<file path="config.mk">
export PLATFORM = sky130hd
export DESIGN_NAME = pfd_dual_lock
export DESIGN_NICKNAME = d
export VERILOG_FILES = /design/src/rtl/pfd_pkg.sv /design/src/rtl/pfd_detect.sv /design/src/rtl/pfd_lockdet.sv /design/src/rtl/pfd_dual_lock.sv
export SDC_FILE = /design/constraint.sdc
export NUM_CORES = 1
export LEC_CHECK = 0
export ABC_AREA = 0
export ABC_CLOCK_PERIOD_IN_PS = 5500
export BUFFER_PORTS_ARGS = -buffer_cell sky130_fd_sc_hd__buf_2
export CAP_MARGIN = 20
export CORE_MARGIN = 2
export CORE_UTILIZATION = 57
export DETAILED_ROUTE_END_ITERATION = 12
export PLACE_DENSITY = 0.77
export RECOVER_POWER = 25
export SYNTH_ARGS = -nofsm -noshare
export SYNTH_HDL_FRONTEND = slang
export SYNTH_SLANG_ARGS = --single-unit
</file>
<file path="constraint.sdc">
create_clock -name clk_i -period 5.5 [get_ports clk_i]
set_clock_uncertainty 0.1 [all_clocks]
set_input_delay 0.825 -clock clk_i [delete_from_list [all_inputs] [get_ports clk_i]]
set_output_delay 0.825 -clock clk_i [all_outputs]
set_load 0.005 [all_outputs]
</file>
<file path="src/rtl/pfd_pkg.sv">
package pfd_pkg;
  typedef struct packed {
    logic en;
    logic hi;
  } cp_drv_t;
endpackage

</file>
<file path="src/rtl/pfd_detect.sv">
module pfd_detect
  import pfd_pkg::*;
#(
  parameter int CNT_W = 8
) (
  input  logic             clk_i,
  input  logic             rst_ni,
  input  logic             fr_i,
  input  logic             fp_i,
  input  logic             pol_i,
  input  logic             pwrsave_i,
  output cp_drv_t          cp_o,
  output logic             evt_o,
  output logic [CNT_W-1:0] err_o
);
  localparam logic [CNT_W-1:0] CNT_MAX = '1;

  logic fr_d_q, fp_d_q, up_q, dn_q;
  logic rise_r, rise_p, up_n, dn_n, evt, active;
  logic [CNT_W-1:0] cnt_q, err_now;

  assign rise_r = fr_i & ~fr_d_q;
  assign rise_p = fp_i & ~fp_d_q;
  assign up_n   = up_q | rise_r;
  assign dn_n   = dn_q | rise_p;
  assign evt    = up_n & dn_n;
  assign active = up_q | dn_q;
  // running error including the current cycle, saturating
  assign err_now = (active && cnt_q != CNT_MAX) ? cnt_q + 1'b1 : cnt_q;

  always_ff @(posedge clk_i or negedge rst_ni) begin
    if (!rst_ni) begin
      fr_d_q <= 1'b0;
      fp_d_q <= 1'b0;
      up_q   <= 1'b0;
      dn_q   <= 1'b0;
      cnt_q  <= '0;
    end else begin
      fr_d_q <= fr_i;
      fp_d_q <= fp_i;
      if (pwrsave_i) begin
        up_q  <= 1'b0;
        dn_q  <= 1'b0;
        cnt_q <= '0;
      end else begin
        up_q  <= up_n & ~evt;
        dn_q  <= dn_n & ~evt;
        if (evt)         cnt_q <= '0;
        else if (active) cnt_q <= err_now;
      end
    end
  end

  assign cp_o.en = active & ~pwrsave_i;
  assign cp_o.hi = cp_o.en & (pol_i ? up_q : dn_q);
  assign evt_o   = evt & ~pwrsave_i;
  assign err_o   = err_now;

  assert_lead_sets_one_R1: assert property (@(posedge clk_i) disable iff (!rst_ni)
    (rise_r && !rise_p && !active && !pwrsave_i) |=> (up_q && !dn_q));
  assert_coincident_floats_R3: assert property (@(posedge clk_i) disable iff (!rst_ni)
    (rise_r && rise_p && !active && !pwrsave_i) |=> !cp_o.en);
  assert_err_counts_up_R4: assert property (@(posedge clk_i) disable iff (!rst_ni)
    (active && !evt && !pwrsave_i && cnt_q != CNT_MAX) |=> (cnt_q == $past(cnt_q) + 1'b1));
  assert_never_both_R3: assert property (@(posedge clk_i) disable iff (!rst_ni)
    !(up_q && dn_q));
  assert_pwrsave_clears_R7: assert property (@(posedge clk_i) disable iff (!rst_ni)
    pwrsave_i |=> (!up_q && !dn_q && cnt_q == '0));
endmodule

</file>
<file path="src/rtl/pfd_lockdet.sv">
module pfd_lockdet #(
  parameter int CNT_W      = 8,
  parameter int UNLOCK_CYC = 4,
  parameter int LOCK_CYC   = 8,
  parameter int LOCK_RUN   = 3
) (
  input  logic             clk_i,
  input  logic             rst_ni,
  input  logic             pwrsave_i,
  input  logic             evt_i,
  input  logic [CNT_W-1:0] err_i,
  output logic             lock_o
);
  localparam int RUN_W = $clog2(LOCK_RUN + 1);
  localparam logic [CNT_W-1:0] UNLOCK_TH = CNT_W'(UNLOCK_CYC);
  localparam logic [CNT_W-1:0] LOCK_TH   = CNT_W'(LOCK_CYC);
  localparam logic [RUN_W-1:0] RUN_LAST  = RUN_W'(LOCK_RUN - 1);

  logic lock_q, taint_q, drop;
  logic [RUN_W-1:0] run_q;

  assign drop = lock_q & (err_i >= UNLOCK_TH);

  always_ff @(posedge clk_i or negedge rst_ni) begin
    if (!rst_ni) begin
      lock_q  <= 1'b0;
      taint_q <= 1'b0;
      run_q   <= '0;
    end else if (pwrsave_i) begin
      lock_q  <= 1'b1;
      taint_q <= 1'b0;
      run_q   <= '0;
    end else begin
      if (drop) begin
        lock_q  <= 1'b0;
        taint_q <= 1'b1;
      end
      if (evt_i) begin
        taint_q <= 1'b0;
        if (drop || taint_q) begin
          run_q <= '0;
        end else if (!lock_q) begin
          if (err_i <= LOCK_TH) begin
            if (run_q == RUN_LAST) begin
              lock_q <= 1'b1;
              run_q  <= '0;
            end else begin
              run_q <= run_q + 1'b1;
            end
          end else begin
            run_q <= '0;
          end
        end
      end
    end
  end

  assign lock_o = lock_q | pwrsave_i;

  assert_big_error_unlocks_R5: assert property (@(posedge clk_i) disable iff (!rst_ni)
    (lock_q && err_i >= UNLOCK_TH && !pwrsave_i) |=> !lock_q);
  assert_relock_on_event_R6: assert property (@(posedge clk_i) disable iff (!rst_ni)
    $rose(lock_q) |-> ($past(evt_i) || $past(pwrsave_i)));
  assert_pwrsave_reports_lock_R7: assert property (@(posedge clk_i) disable iff (!rst_ni)
    pwrsave_i |-> lock_o);
endmodule

</file>
<file path="src/rtl/pfd_dual_lock.sv">
module pfd_dual_lock
  import pfd_pkg::*;
#(
  parameter int N_CH       = 2,
  parameter int CNT_W      = 8,
  parameter int UNLOCK_CYC = 4,
  parameter int LOCK_CYC   = 8,
  parameter int LOCK_RUN   = 3
) (
  input  logic            clk_i,
  input  logic            rst_ni,
  input  logic [N_CH-1:0] fr_i,
  input  logic [N_CH-1:0] fp_i,
  input  logic [N_CH-1:0] pol_i,
  input  logic [N_CH-1:0] pwrsave_i,
  output logic [N_CH-1:0] cp_en_o,
  output logic [N_CH-1:0] cp_hi_o,
  output logic [N_CH-1:0] lock_o,
  output logic            lock_all_o
);
  for (genvar g = 0; g < N_CH; g++) begin : g_ch
    cp_drv_t          cp;
    logic             evt;
    logic [CNT_W-1:0] err;

    pfd_detect #(.CNT_W(CNT_W)) u_det (
      .clk_i     (clk_i),
      .rst_ni    (rst_ni),
      .fr_i      (fr_i[g]),
      .fp_i      (fp_i[g]),
      .pol_i     (pol_i[g]),
      .pwrsave_i (pwrsave_i[g]),
      .cp_o      (cp),
      .evt_o     (evt),
      .err_o     (err)
    );

    pfd_lockdet #(
      .CNT_W(CNT_W), .UNLOCK_CYC(UNLOCK_CYC),
      .LOCK_CYC(LOCK_CYC), .LOCK_RUN(LOCK_RUN)
    ) u_lock (
      .clk_i     (clk_i),
      .rst_ni    (rst_ni),
      .pwrsave_i (pwrsave_i[g]),
      .evt_i     (evt),
      .err_i     (err),
      .lock_o    (lock_o[g])
    );

    assign cp_en_o[g] = cp.en;
    assign cp_hi_o[g] = cp.hi;

    assert_pwrsave_floats_R7: assert property (@(posedge clk_i) disable iff (!rst_ni)
      pwrsave_i[g] |-> !cp_en_o[g]);
  end

  assign lock_all_o = &lock_o;

  assert_all_saved_locked_R8: assert property (@(posedge clk_i) disable iff (!rst_ni)
    (&pwrsave_i) |-> lock_all_o);
endmodule

</file>
Yosys cells after proc, flatten, opt, wreduce, memory -nomap -nowiden
Cells that the tools add are included.
Widths: inputs -> output; s select.

storage, ports and cells
  logic and storage cells = 123
  register bits = 32
  output and inout bits = 7

cells by class
  bitwise operators = 34
  reductions and logical operators = 13
  order comparisons = 4
  add/sub/neg operators = 4
  mux-type cells = 46
  eq/ne operators = 6

operator list
  kind                 count
  $mux 8               8
  $mux 1               26
  $mux 2               12
  $and 1x1->1          18
  $add 8x1->8 const B  2
  $ge 8x3->1 const B   2
  $le 8x4->1 const B   2
  $ne 8x8->1 const B   2
  $reduce_bool 3->1    4
  $not 1->1            8
  $or 1x1->1           8
  $ne 3x3->1 const B   2
  $reduce_and 2->1     3
  $add 2x1->2 const B  2
  $eq 2x2->1 const B   2
  $reduce_bool 2->1    2
  $logic_and 1x1->1    2
  $logic_or 1x1->1     2

Logic depth before layout (Yosys ltp)
Gate-level depths: netlist of the first run.

  depth after elaboration = 12
  depth in mapped cells = 8
  gate-level depth less buffers = 7

Hierarchy
A second synthesis of the first run with hierarchy kept.

unflattened totals
  cells, all modules = 185
  area, all modules = 1878.1 um^2

by module, submodules not included
  module         times used  cells each  area an instance (um^2)
  pfd_detect     2           63          666.9
  pfd_lockdet    2           29          269.0
  pfd_dual_lock  1           1           6.3

Worst setup path after synthesis of the first run
OpenSTA, ideal clock, no wires.

  path type = input port to output port
  from = input pwrsave_i[1]
  to = output lock_all_o
  cell stages on the path = 3
  slack = 3.140 ns
  buffers on the path = 1
  data arrival time = 1.435 ns
  data required time = 4.575 ns
  path through = clkbuf_1 or2_2 and2_1

on the way
  word-level cells in the longest chain between the ends = 2

RTL lines
  what                             line                 source
  start: declaration               pfd_dual_lock.sv:15  input logic [N_CH-1:0] pwrsave_i,
  $or 1x1->1                       pfd_lockdet.sv:58    assign lock_o = lock_q | pwrsave_i;
  named net g_ch[1].u_lock.lock_o  pfd_lockdet.sv:12    output logic lock_o
  $reduce_and 2->1                 pfd_dual_lock.sv:57  assign lock_all_o = &lock_o;
  end: declaration                 pfd_dual_lock.sv:19  output logic lock_all_o

The timed path passes the listed nets, and every way through them passes these cells.

Final worst setup path of the first run
  from = input pwrsave_i[1]
  to = output lock_all_o

on the way
  word-level cells in the longest chain between the ends = 2

RTL lines
  what              line
  $or 1x1->1        pfd_lockdet.sv:58
  $reduce_and 2->1  pfd_dual_lock.sv:57

Every way passes these cells.

==> reports/qor.yml, run 1 <==
outcome:
  status: "complete, but fails checks"
  failed_checks: "max-capacitance violations, max-slew violations"
cts:
  cts_setup_buffers: 0
  tritoncts: "built"
  cts_max_path_buffers: 2
  clkTransAtPathRegs_ns: 0.11
  cts_buffers: 5
  insertion_delay_ns: 0.35
  clk_root_buffer_cell: "clkbuf_4"
  ctsHoldBuffers: 0
  h-tree-depth: 2
  cts_resized: 0
  clock_sinks: 32
synth:
  async_reset_ff_frac: 1.00
  synth_edf_count: 0
  synth_cells: 214
  synth_most_common_cell: "dfrtp_1"
  yosys_warnings: 0
  netlist_top_cells_area: "dfrtp_1 (41%), nor2_1 (5.7%), mux2i_1 (4.6%), a21oi_1 (2.6%), nor3_1 (2.0%)"
  ys.flop_type: "dfrtp_1"
  post-synth-top-area-cell: "dfrtp_1"
  yosysSeqAreaShare: 0.408
  synth_area_per_cell_sq_um: 9.16
  synthTopCellsByCount: "dfrtp_1 (32), nor2_1 (30), a21oi_1 (10), inv_1 (10), mux2i_1 (9)"
  synth-seq-cells: 32
  synth_top_area_frac: 0.408
  synth.net_count: 226
  synth_area_sq_mm: 0.00196
  synth_cell_type_count: 55
worst_setup_path:
  critPathKind: "in2out"
  cp.required_ns: 4.58
  crit-reg2reg-launch: "g_ch[0].u_det.cnt_q[0]"
  cp_max_fo: 11
  worstPathArrival_ns: 1.54
  cp-start-kind: "input port"
  startpoint: "pwrsave_i[1]"
  cp-end-kind: "output pin"
drt:
  drt_iter0_drc: 83
  routed_wirelength_mm: 3.93
  firstDrtPassIters: 4
  vias: 1624
  routedWlPerCell_um: 14.6
  vias_per_cell: 6.04
  drc_errors: 0
  ant_nets: 0
placement:
  place_congestion: 0.883
  dp_hpwl_mm: 2.74
  io_buffers: 16
  dpl.cell_count: 261
sta:
  finalMaxSlewViolations: 33
  slew_headroom: -0.131
  min_period_ns: 2.47
  setup_viol_count_final: 0
  fin_crit_sh: 0.449
  rsz0062_at_grt: "no"
  fin_setup_tns_ns: 0
  hold_viol: 0
  fmax_mhz: 405
  tightest_slew_ns: 1.70
grt:
  grt_use_total: 0.212
  grt_max_degree: 33
  antenna_found_initial: 0
  grt_pass1_wl_mm: 6.53
  overflow: 0
  grt_pass1_vias: 1460
finish:
  nFillCells: 286
  multiInputGateArea_sq_mm: 0.00105
  drive_gt1_frac: 0.179
  area_growth_pct: 7.28
  regArea_sq_um: 801
  final_cells: 269
  antennaDiodeCount: 0
  nets: 234
  final_core_util: 0.635
pwr:
  cellLeakagePower_nw: 0.940
  powerDensity_mw_per_mm2: 225
  ir_drop_uv: 143
min_path:
  worst_hold_path_type: "reg2reg"
  hold_start: "g_ch[0].u_lock.run_q[0]"
die:
  die_h_um: 62.7
  fp.coreArea_sq_mm: 0.00331
  start_util: 0.592
  design.die.area_sq_mm: 0.00393
  die_w_um: 62.7
  num_rows: 21
  io_pins: 17
flow_run:
  maxCapViolCount: 1
## registers in the layout (all words and copies together), names as in the netlist
signal and flops:
g_ch.u_det.fr_d_q 2, g_ch.u_lock.lock_q 2, g_ch.u_det.up_q 2, g_ch.u_lock.taint_q 2, g_ch.u_det.cnt_q 16, g_ch.u_det.dn_q 2
g_ch.u_lock.run_q 4, g_ch.u_det.fp_d_q 2
## stage by stage
stage / power [mW] / instance area [sq um] / setup WS, ns / hold WS (ns)
2_1_floorplan: 0.283 / 1960 / 3.14 / 0.386
3_3_place_gp: 0.297 / 2030 / 3.05 / 0.412
6_report: 0.474 / 2100 / 3.03 / 0.444
4_1_cts: 0.480 / 2110 / 3.03 / 0.429
5_1_grt: 0.497 / 2100 / 3.00 / 0.462
3_5_place_dp: 0.298 / 2030 / 3.03 / 0.425
## per-layer routing
metal,GRT usage,up-vias,wire length (um)
met5,0,-,0
met4,0.0861,0,46
met3,0.0577,5,171
met2,0.372,32,1990
met1,0.244,792,1730
li1,-,795,-
## final timing paths
path                                           end  slack [ns]  cells past startpoint
max                                     lock_all_o        3.03                      4
min                        g_ch[0].u_lock.run_q[0]        0.44                      2
max reg2reg                  g_ch[0].u_lock.lock_q        3.17                      7
min reg2reg                g_ch[0].u_lock.run_q[0]        0.44                      2
max in group asynchronous  g_ch[1].u_lock.run_q[1]        3.52                      1
min in group asynchronous   g_ch[0].u_det.cnt_q[6]        0.81                      1
## layout by cell type, fill, tap and decap left out, drive strengths merged, types with 2 or more instances in the layout
master	netlist	routed
nand4	4	4
a211oi	4	4
buf	6	14
a21oi	11	11
a31oi	3	3
nand3	8	8
and3	4	4
nand2	7	7
o21ai	9	9
nor3	9	9
nor3b	5	5
xnor2	2	2
a31o	4	4
clkbuf	9	7
inv	10	10
xor2	2	2
ha	2	2
nor2	30	30
o211ai	4	4
and4	3	3
nand2b	3	3
mux2i	9	9
or2	6	6
o2111a	3	3
o21a	2	2
or3	4	4
dfrtp	32	32
## worst max-delay path, stage by stage
cell and delay, ns:
buf_2 0.15, or2_2 0.29, and2_1 0.15, buf_2 0.12
## power by group
group          total (mW)  switching, mW  leakage (nW)  internal [mW]
clock network       0.181         0.0862        0.0412         0.0947
logic              0.0445         0.0258         0.474         0.0186
registers           0.249        0.00835         0.424          0.240
## cell families (layout without fill, tap and decap cells)
group | Yosys count | in the layout | synth area share
multiplexers | 10 | 10 | 0.0536
buffers and inverters | 25 | 34 | 0.0562
adder cells (fa/ha/maj) | 2 | 2 | 0.0128
AND/OR/NAND/NOR | 89 | 89 | 0.251
flip-flops | 32 | 32 | 0.408
AO/OA/AOI/OAI | 52 | 52 | 0.200
XOR/XNOR | 4 | 4 | 0.0179
## cell type report
cell class | instances | share of cell area
Clock buffer | 5 | 0.0178
Clock inverter | 3 | 0.0202
Inverter | 10 | 0.0178
Multi-Input combinational cell | 157 | 0.499
Sequential cell | 32 | 0.381
Tap cell | 46 | 0.0274
Timing Repair Buffer | 16 | 0.0369
No activity file was read; power rests on OpenSTA's default activity.
==> run 2: changes to the inputs <==
- ABC_CLOCK_PERIOD_IN_PS: 5500 -> 2500
- clock period: 5.5 -> 2.5 ns (I/O delays scaled with it)
==> run 2 against run 1 <==
Net effect:
- highest routed layer unchanged
- final area increased by 0.18%
- cell count rose by 1.5%
- die area did not move
- the run now ends clean
- sequential share of layout area fell by 0.068 points
- global-route usage rose by 0.21 points
- sequential cell count unchanged
- total power up 94%
- wire length up 0.13%
- critical path depth increased by 3
- worst hold slack got worse by 0.37 ns
- clock power grew 49%
==> reports/qor.yml, run 2 (same netlist as run 1, synthesis figures left out) <==
outcome:
  status: "finished clean"  # was complete, but fails checks
finish:
  drive_gt1_frac: 0.176  # was 0.179
  reg_top3: "g_ch.u_det.cnt_q (16), g_ch.u_lock.run_q (4)"  # unchanged
  final_core_util: 0.636  # was 0.635
  largest_reg_flops: 16  # unchanged
  antennaDiodeCount: 0  # unchanged
  final_common_cell: "dfrtp_1"  # unchanged
  mostFrequentLayoutCells: "dfrtp_1 (32), nor2_1 (30), buf_2 (11)"  # was dfrtp_1 (32), nor2_1 (30), buf_2 (14)
  final_cells: 273  # was 269
  nets: 239  # was 234
  area_growth_pct: 7.47  # was 7.28%
  largest_register: "g_ch.u_det.cnt_q"  # unchanged
die:
  fp.coreArea_sq_mm: 0.00331  # unchanged
  num_rows: 21  # unchanged
  start_util: 0.592  # unchanged
  die_h_um: 62.7  # unchanged
  io_pins: 17  # unchanged
  die_w_um: 62.7  # unchanged
  design.die.area_sq_mm: 0.00393  # unchanged
worst_setup_path:
  worstPathArrival_ns: 2.40  # was 1.54 ns
  startpoint: "g_ch[0].u_det.cnt_q[0]"  # was pwrsave_i[1]
  crit_family: "compound AO/OA/AOI/OAI gates"  # was simple AND/OR/NAND/NOR gates
  cp-start-kind: "register"  # was input port
  crit_chain: "ha_1 > nand2_2 > o32ai_4 > mux2_4 > a21oi_2 > a2111oi_0 > or3_1"  # was buf_2 > or2_2 > and2_1 > buf_2
  cp.buffers_inverters: 0  # was 2
  ff2ff_setup_slack_ns: 0.21  # was 3.17 ns
  crit_end: "g_ch[0].u_lock.lock_q"  # was lock_all_o
  r2r-end: "g_ch[0].u_lock.lock_q"  # unchanged
  cp-end-kind: "register"  # was output pin
  cp_max_fo: 5  # was 11
  r2r_cells: 7  # unchanged
  cp.required_ns: 2.61  # was 4.58 ns
  slowest_delay_ns: 0.43  # was 0.29 ns
  critPathKind: "reg2reg"  # was in2out
  crit-reg2reg-launch: "g_ch[0].u_det.cnt_q[0]"  # unchanged
  cp.depth: 7  # was 4
  crit_slowest_cell: "dfrtp_1"  # was or2_2
sta:
  finalMaxSlewViolations: 0  # was 33
  fin_ws_ns: 0.214  # was 3.03 ns
  fin_setup_tns_ns: 0  # unchanged
  setup_viol_count_final: 0  # unchanged
  rsz0062_at_grt: "no"  # unchanged
  fin_crit_sh: 0.914
  hold_viol: 0  # unchanged
  tightest_slew_ns: 0.776  # was 1.70 ns
  min_period_ns: 2.29
  slew_headroom: 0.483  # was -0.131
  fmax_mhz: 438
pwr:
  power_uw: 921  # was 474 uW
  powerDensity_mw_per_mm2: 437  # was 225 mW/mm^2
  ir_drop_uv: 318  # was 143 uV
  cellLeakagePower_nw: 0.946  # was 0.940 nW
placement:
  pre_cts_slack_ns: 0.246  # was 3.03 ns
  io_buffers: 16  # unchanged
  dpl.cell_count: 265  # was 261
  place_congestion: 0.916  # was 0.883
  dp_hpwl_mm: 2.86  # was 2.74 mm
drt:
  vias_per_cell: 6.04  # about the same
  routedWlPerCell_um: 14.4  # was 14.6 um
  routed_wirelength_mm: 3.94  # was 3.93 mm
  firstDrtPassIters: 4  # unchanged
  drc_errors: 0  # unchanged
  ant_nets: 0  # unchanged
  vias: 1650  # was 1624
  drt_iter0_drc: 85  # was 83
cts:
  clk_root_buffer_cell: "clkbuf_4"  # unchanged
  insertion_delay_ns: 0.32  # was 0.35 ns
  cts_buffers: 5  # unchanged
  clkTransAtPathRegs_ns: 0.09  # was 0.11 ns
  cts_setup_buffers: 0  # unchanged
  h-tree-depth: 2  # unchanged
  cts_resized: 0  # unchanged
  tritoncts: "built"  # unchanged
  clock_sinks: 32  # unchanged
  cts_max_path_buffers: 2  # unchanged
grt:
  grt_use_total: 0.214  # was 0.212
  antenna_found_initial: 0  # unchanged
  grt_pass1_wl_mm: 6.70  # was 6.53 mm
  use_met3: 0.0450  # was 0.0577
  grt_max_degree: 33  # unchanged
  overflow: 0  # unchanged
  grt_use_met2: 0.371  # was 0.372
  busiest_layer: "met2"  # unchanged
  grt_pass1_vias: 1546  # was 1460
  use_met1: 0.255  # was 0.244
flow_run:
  maxCapViolCount: 0  # was 1
min_path:
  worst_hold_path_type: "in2reg"  # was reg2reg
==> run 2: changes by cell type in the layout (fill, tap and decap cells not counted), sizes merged <==
cell,delta
clkinvlp,-1
bufinv,-1
clkbuf,+4
buf,+1
dlygate4sd3,+1
==> run 2: per-stage QoR <==
stage,hold slack (ns),instance area (sq um)
CTS,0.0529,2110
global placement,0.353,2060
finish,0.0714,2110
global route,0.0540,2110
floorplan,-0.0206,1960
detailed placement,0.358,2060
==> run 2: cell type report <==
cell class,count,area [sq um]
timing repair buffer,21,115
multi-input combinational,157,1050
tap,46,57.6
clock inverter,1,5.00
clock buffer,6,41.3
sequential,32,801
inverter,10,37.5
fill,291,1200
==> run 2: what timing repair did <==
action | in CTS | in global routing
endpoints found under the hold margin | 14 | 0
endpoints found under the setup margin | 0 | 0
hold buffers | 1 | 0
==> run 2: worst min-delay path by stage <==
stage                  from                      to  slack, ns  cells after the start
floorplan            rst_ni  g_ch[0].u_det.cnt_q[0]      -0.02                      0
global placement     rst_ni  g_ch[0].u_det.cnt_q[5]       0.35                      1
detailed placement   rst_ni  g_ch[0].u_det.cnt_q[6]       0.36                      1
CTS                 fr_i[1]    g_ch[1].u_det.fr_d_q       0.05                      1
global route        fr_i[0]    g_ch[0].u_det.fr_d_q       0.05                      1
finish              fr_i[0]    g_ch[0].u_det.fr_d_q       0.07                      1
==> run 2: where the power goes <==
| part | total (mW) | internal [mW] | switching [mW] |
|---|---|---|---|
| logic | 0.108 | 0.0460 | 0.0622 |
| registers | 0.543 | 0.529 | 0.0142 |
| clock network | 0.269 | 0.103 | 0.166 |
==> run 2: routing by layer <==
metal	wire [um]	up-vias
li1	-	811
met4	113	0
met2	2020	35
met5	0	-
met1	1690	791
met3	122	13
==> run 3: changes to the inputs <==
==> constraint.sdc (replaced) <==
create_clock -name clk_i -period 2.5 [get_ports clk_i]
set_clock_uncertainty 0.1 [all_clocks]
set_input_delay 0.125 -clock clk_i [delete_from_list [all_inputs] [get_ports clk_i]]
set_output_delay 0.125 -clock clk_i [all_outputs]
set_load 0.005 [all_outputs]
==> run 3 against run 2 <==
Net effect:
- the run now ends with max-capacitance violations, max-slew violations left
- non-clock buffer count grew 6
- worst hold slack improved by 0.31 ns
- sequential power is essentially flat
- first-iteration DRC count up 8.2%
- core utilization increased by 1.8 points
- largest power group unchanged
- highest routed layer unchanged
==> reports/qor.yml, run 3 (same netlist as run 1, synthesis figures left out) <==
worst_setup_path:
  cp_max_fo: 5  # unchanged
  worstPathArrival_ns: 2.40  # about the same
  ff2ff_setup_slack_ns: 0.21  # about the same
  cp-start-kind: "register"  # unchanged
  critPathKind: "reg2reg"  # unchanged
  cp-end-kind: "register"  # unchanged
  cp.required_ns: 2.61  # about the same
  r2r_cells: 7  # unchanged
min_path:
  hold_path_depth: 2  # was 1
  worst_hold_path_type: "in2reg"  # unchanged
pwr:
  ir_drop_uv: 322  # was 318 uV
  cellLeakagePower_nw: 0.968  # was 0.946 nW
  powerDensity_mw_per_mm2: 429  # was 437 mW/mm^2
  power_uw: 929  # was 921 uW
cts:
  clock_sinks: 32  # unchanged
  cts_buffers: 5  # unchanged
  tritoncts: "built"  # unchanged
  h-tree-depth: 2  # unchanged
  clkTransAtPathRegs_ns: 0.09  # about the same
  cts_setup_buffers: 0  # unchanged
  insertion_delay_ns: 0.32  # about the same
  ctsHoldBuffers: 7  # was 1
  clk_root_buffer_cell: "clkbuf_4"  # unchanged
  cts_max_path_buffers: 2  # unchanged
  cts_resized: 0  # unchanged
flow_run:
  maxCapViolCount: 1  # was 0
finish:
  largest_register: "g_ch.u_det.cnt_q"  # unchanged
  antennaDiodeCount: 0  # unchanged
  drive_gt1_frac: 0.167  # was 0.176
  final_common_cell: "dfrtp_1"  # unchanged
  nFillCells: 285  # was 291
  reg_top3: "g_ch.u_det.cnt_q (16), g_ch.u_lock.run_q (4)"  # unchanged
  multiInputGateArea_sq_mm: 0.00105  # unchanged
  nets: 245  # was 239
  area_growth_pct: 10.5  # was 7.47%
  mostFrequentLayoutCells: "dfrtp_1 (32), nor2_1 (30), buf_2 (11)"  # unchanged
  largest_reg_flops: 16  # unchanged
  final_core_util: 0.654  # was 0.636
  regArea_sq_um: 801  # unchanged
  final_cells: 279  # was 273
sta:
  min_period_ns: 2.29  # about the same
  setup_viol_count_final: 0  # unchanged
  rsz0062_at_grt: "no"  # unchanged
  finalMaxSlewViolations: 33  # was 0
  slew_headroom: -0.116  # was 0.483
  fin_setup_tns_ns: 0  # unchanged
  tightest_slew_ns: 1.67  # was 0.776 ns
  fin_ws_ns: 0.215  # was 0.214 ns
  fin_crit_sh: 0.914  # about the same
  fmax_mhz: 438  # about the same
  hold_viol: 0  # unchanged
die:
  start_util: 0.592  # unchanged
  io_pins: 17  # unchanged
  num_rows: 21  # unchanged
  die_w_um: 62.7  # unchanged
  fp.coreArea_sq_mm: 0.00331  # unchanged
  die_h_um: 62.7  # unchanged
  design.die.area_sq_mm: 0.00393  # unchanged
placement:
  pre_cts_slack_ns: 0.246  # unchanged
  place_congestion: 0.916  # unchanged
  dpl.cell_count: 265  # unchanged
  dp_hpwl_mm: 2.86  # unchanged
  io_buffers: 16  # unchanged
grt:
  overflow: 0  # unchanged
  grt_pass1_wl_mm: 6.96  # was 6.70 mm
  grt_max_degree: 33  # unchanged
  antenna_found_initial: 0  # unchanged
  grt_pass1_vias: 1604  # was 1546
  grt_use_total: 0.223  # was 0.214
drt:
  firstDrtPassIters: 4  # unchanged
  vias_per_cell: 6.00  # was 6.04
  drc_errors: 0  # unchanged
  ant_nets: 0  # unchanged
  vias: 1675  # was 1650
  routedWlPerCell_um: 14.7  # was 14.4 um
  routed_wirelength_mm: 4.11  # was 3.94 mm
  drt_iter0_drc: 92  # was 85
outcome:
  status: "complete, but fails checks"  # was finished clean
  failed_checks: "max-capacitance violations, max-slew violations"
## run 3: changes by cell type in the layout (fill, tap and decap cells not counted)
cell           previous run  this run
dlygate4sd3_1             1         7
clkbuf_2                  1         0
clkbuf_1                  5         6
## run 3: cell type report
cell class | instances | share of cell area
Tap cell | 46 | 0.0266
Inverter | 10 | 0.0173
Sequential cell | 32 | 0.370
Timing Repair Buffer | 27 | 0.0803
Clock buffer | 6 | 0.0191
Multi-Input combinational cell | 157 | 0.485
Clock inverter | 1 | 0.00231
## run 3: per-layer routing
metal,GRT usage,vias up,part of all wire
li1,-,826,-
met4,0.0972,0,0.023
met5,0,-,0
met2,0.395,35,0.52
met3,0.0450,11,0.029
met1,0.261,803,0.43
## run 3: through the flow
step                      hold WS [ns]  cell area, sq um
after global placement           0.103              2060
after floorplan                 -0.271              1960
after detailed placement         0.108              2060
after global routing             0.369              2170
final                            0.382              2170
after CTS                        0.279              2170
## run 3: path summary, 6_finish.rpt
kind / start / to
min in group asynchronous: rst_ni / g_ch[0].u_det.cnt_q[5]
hold reg to reg: g_ch[0].u_lock.run_q[0] / g_ch[0].u_lock.run_q[0]
setup reg to reg: g_ch[0].u_det.cnt_q[0] / g_ch[0].u_lock.lock_q
hold / removal: fr_i[0] / g_ch[0].u_det.fr_d_q
max in group asynchronous: rst_ni / g_ch[0].u_det.dn_q
setup / recovery: g_ch[0].u_det.cnt_q[0] / g_ch[0].u_lock.lock_q
## run 3: worst max-delay path: stages (launching register included)
cell and delay [ns]:
dfrtp_1 0.43, ha_1 0.28, nand2_2 0.12, o32ai_4 0.36
mux2_4 0.34, a21oi_2 0.15, a2111oi_0 0.09, or3_1 0.30
## run 3: power breakdown
group | internal [mW] | switching (mW) | total (mW)
registers | 0.529 | 0.0143 | 0.543
logic | 0.0519 | 0.0642 | 0.116
clock network | 0.103 | 0.166 | 0.270
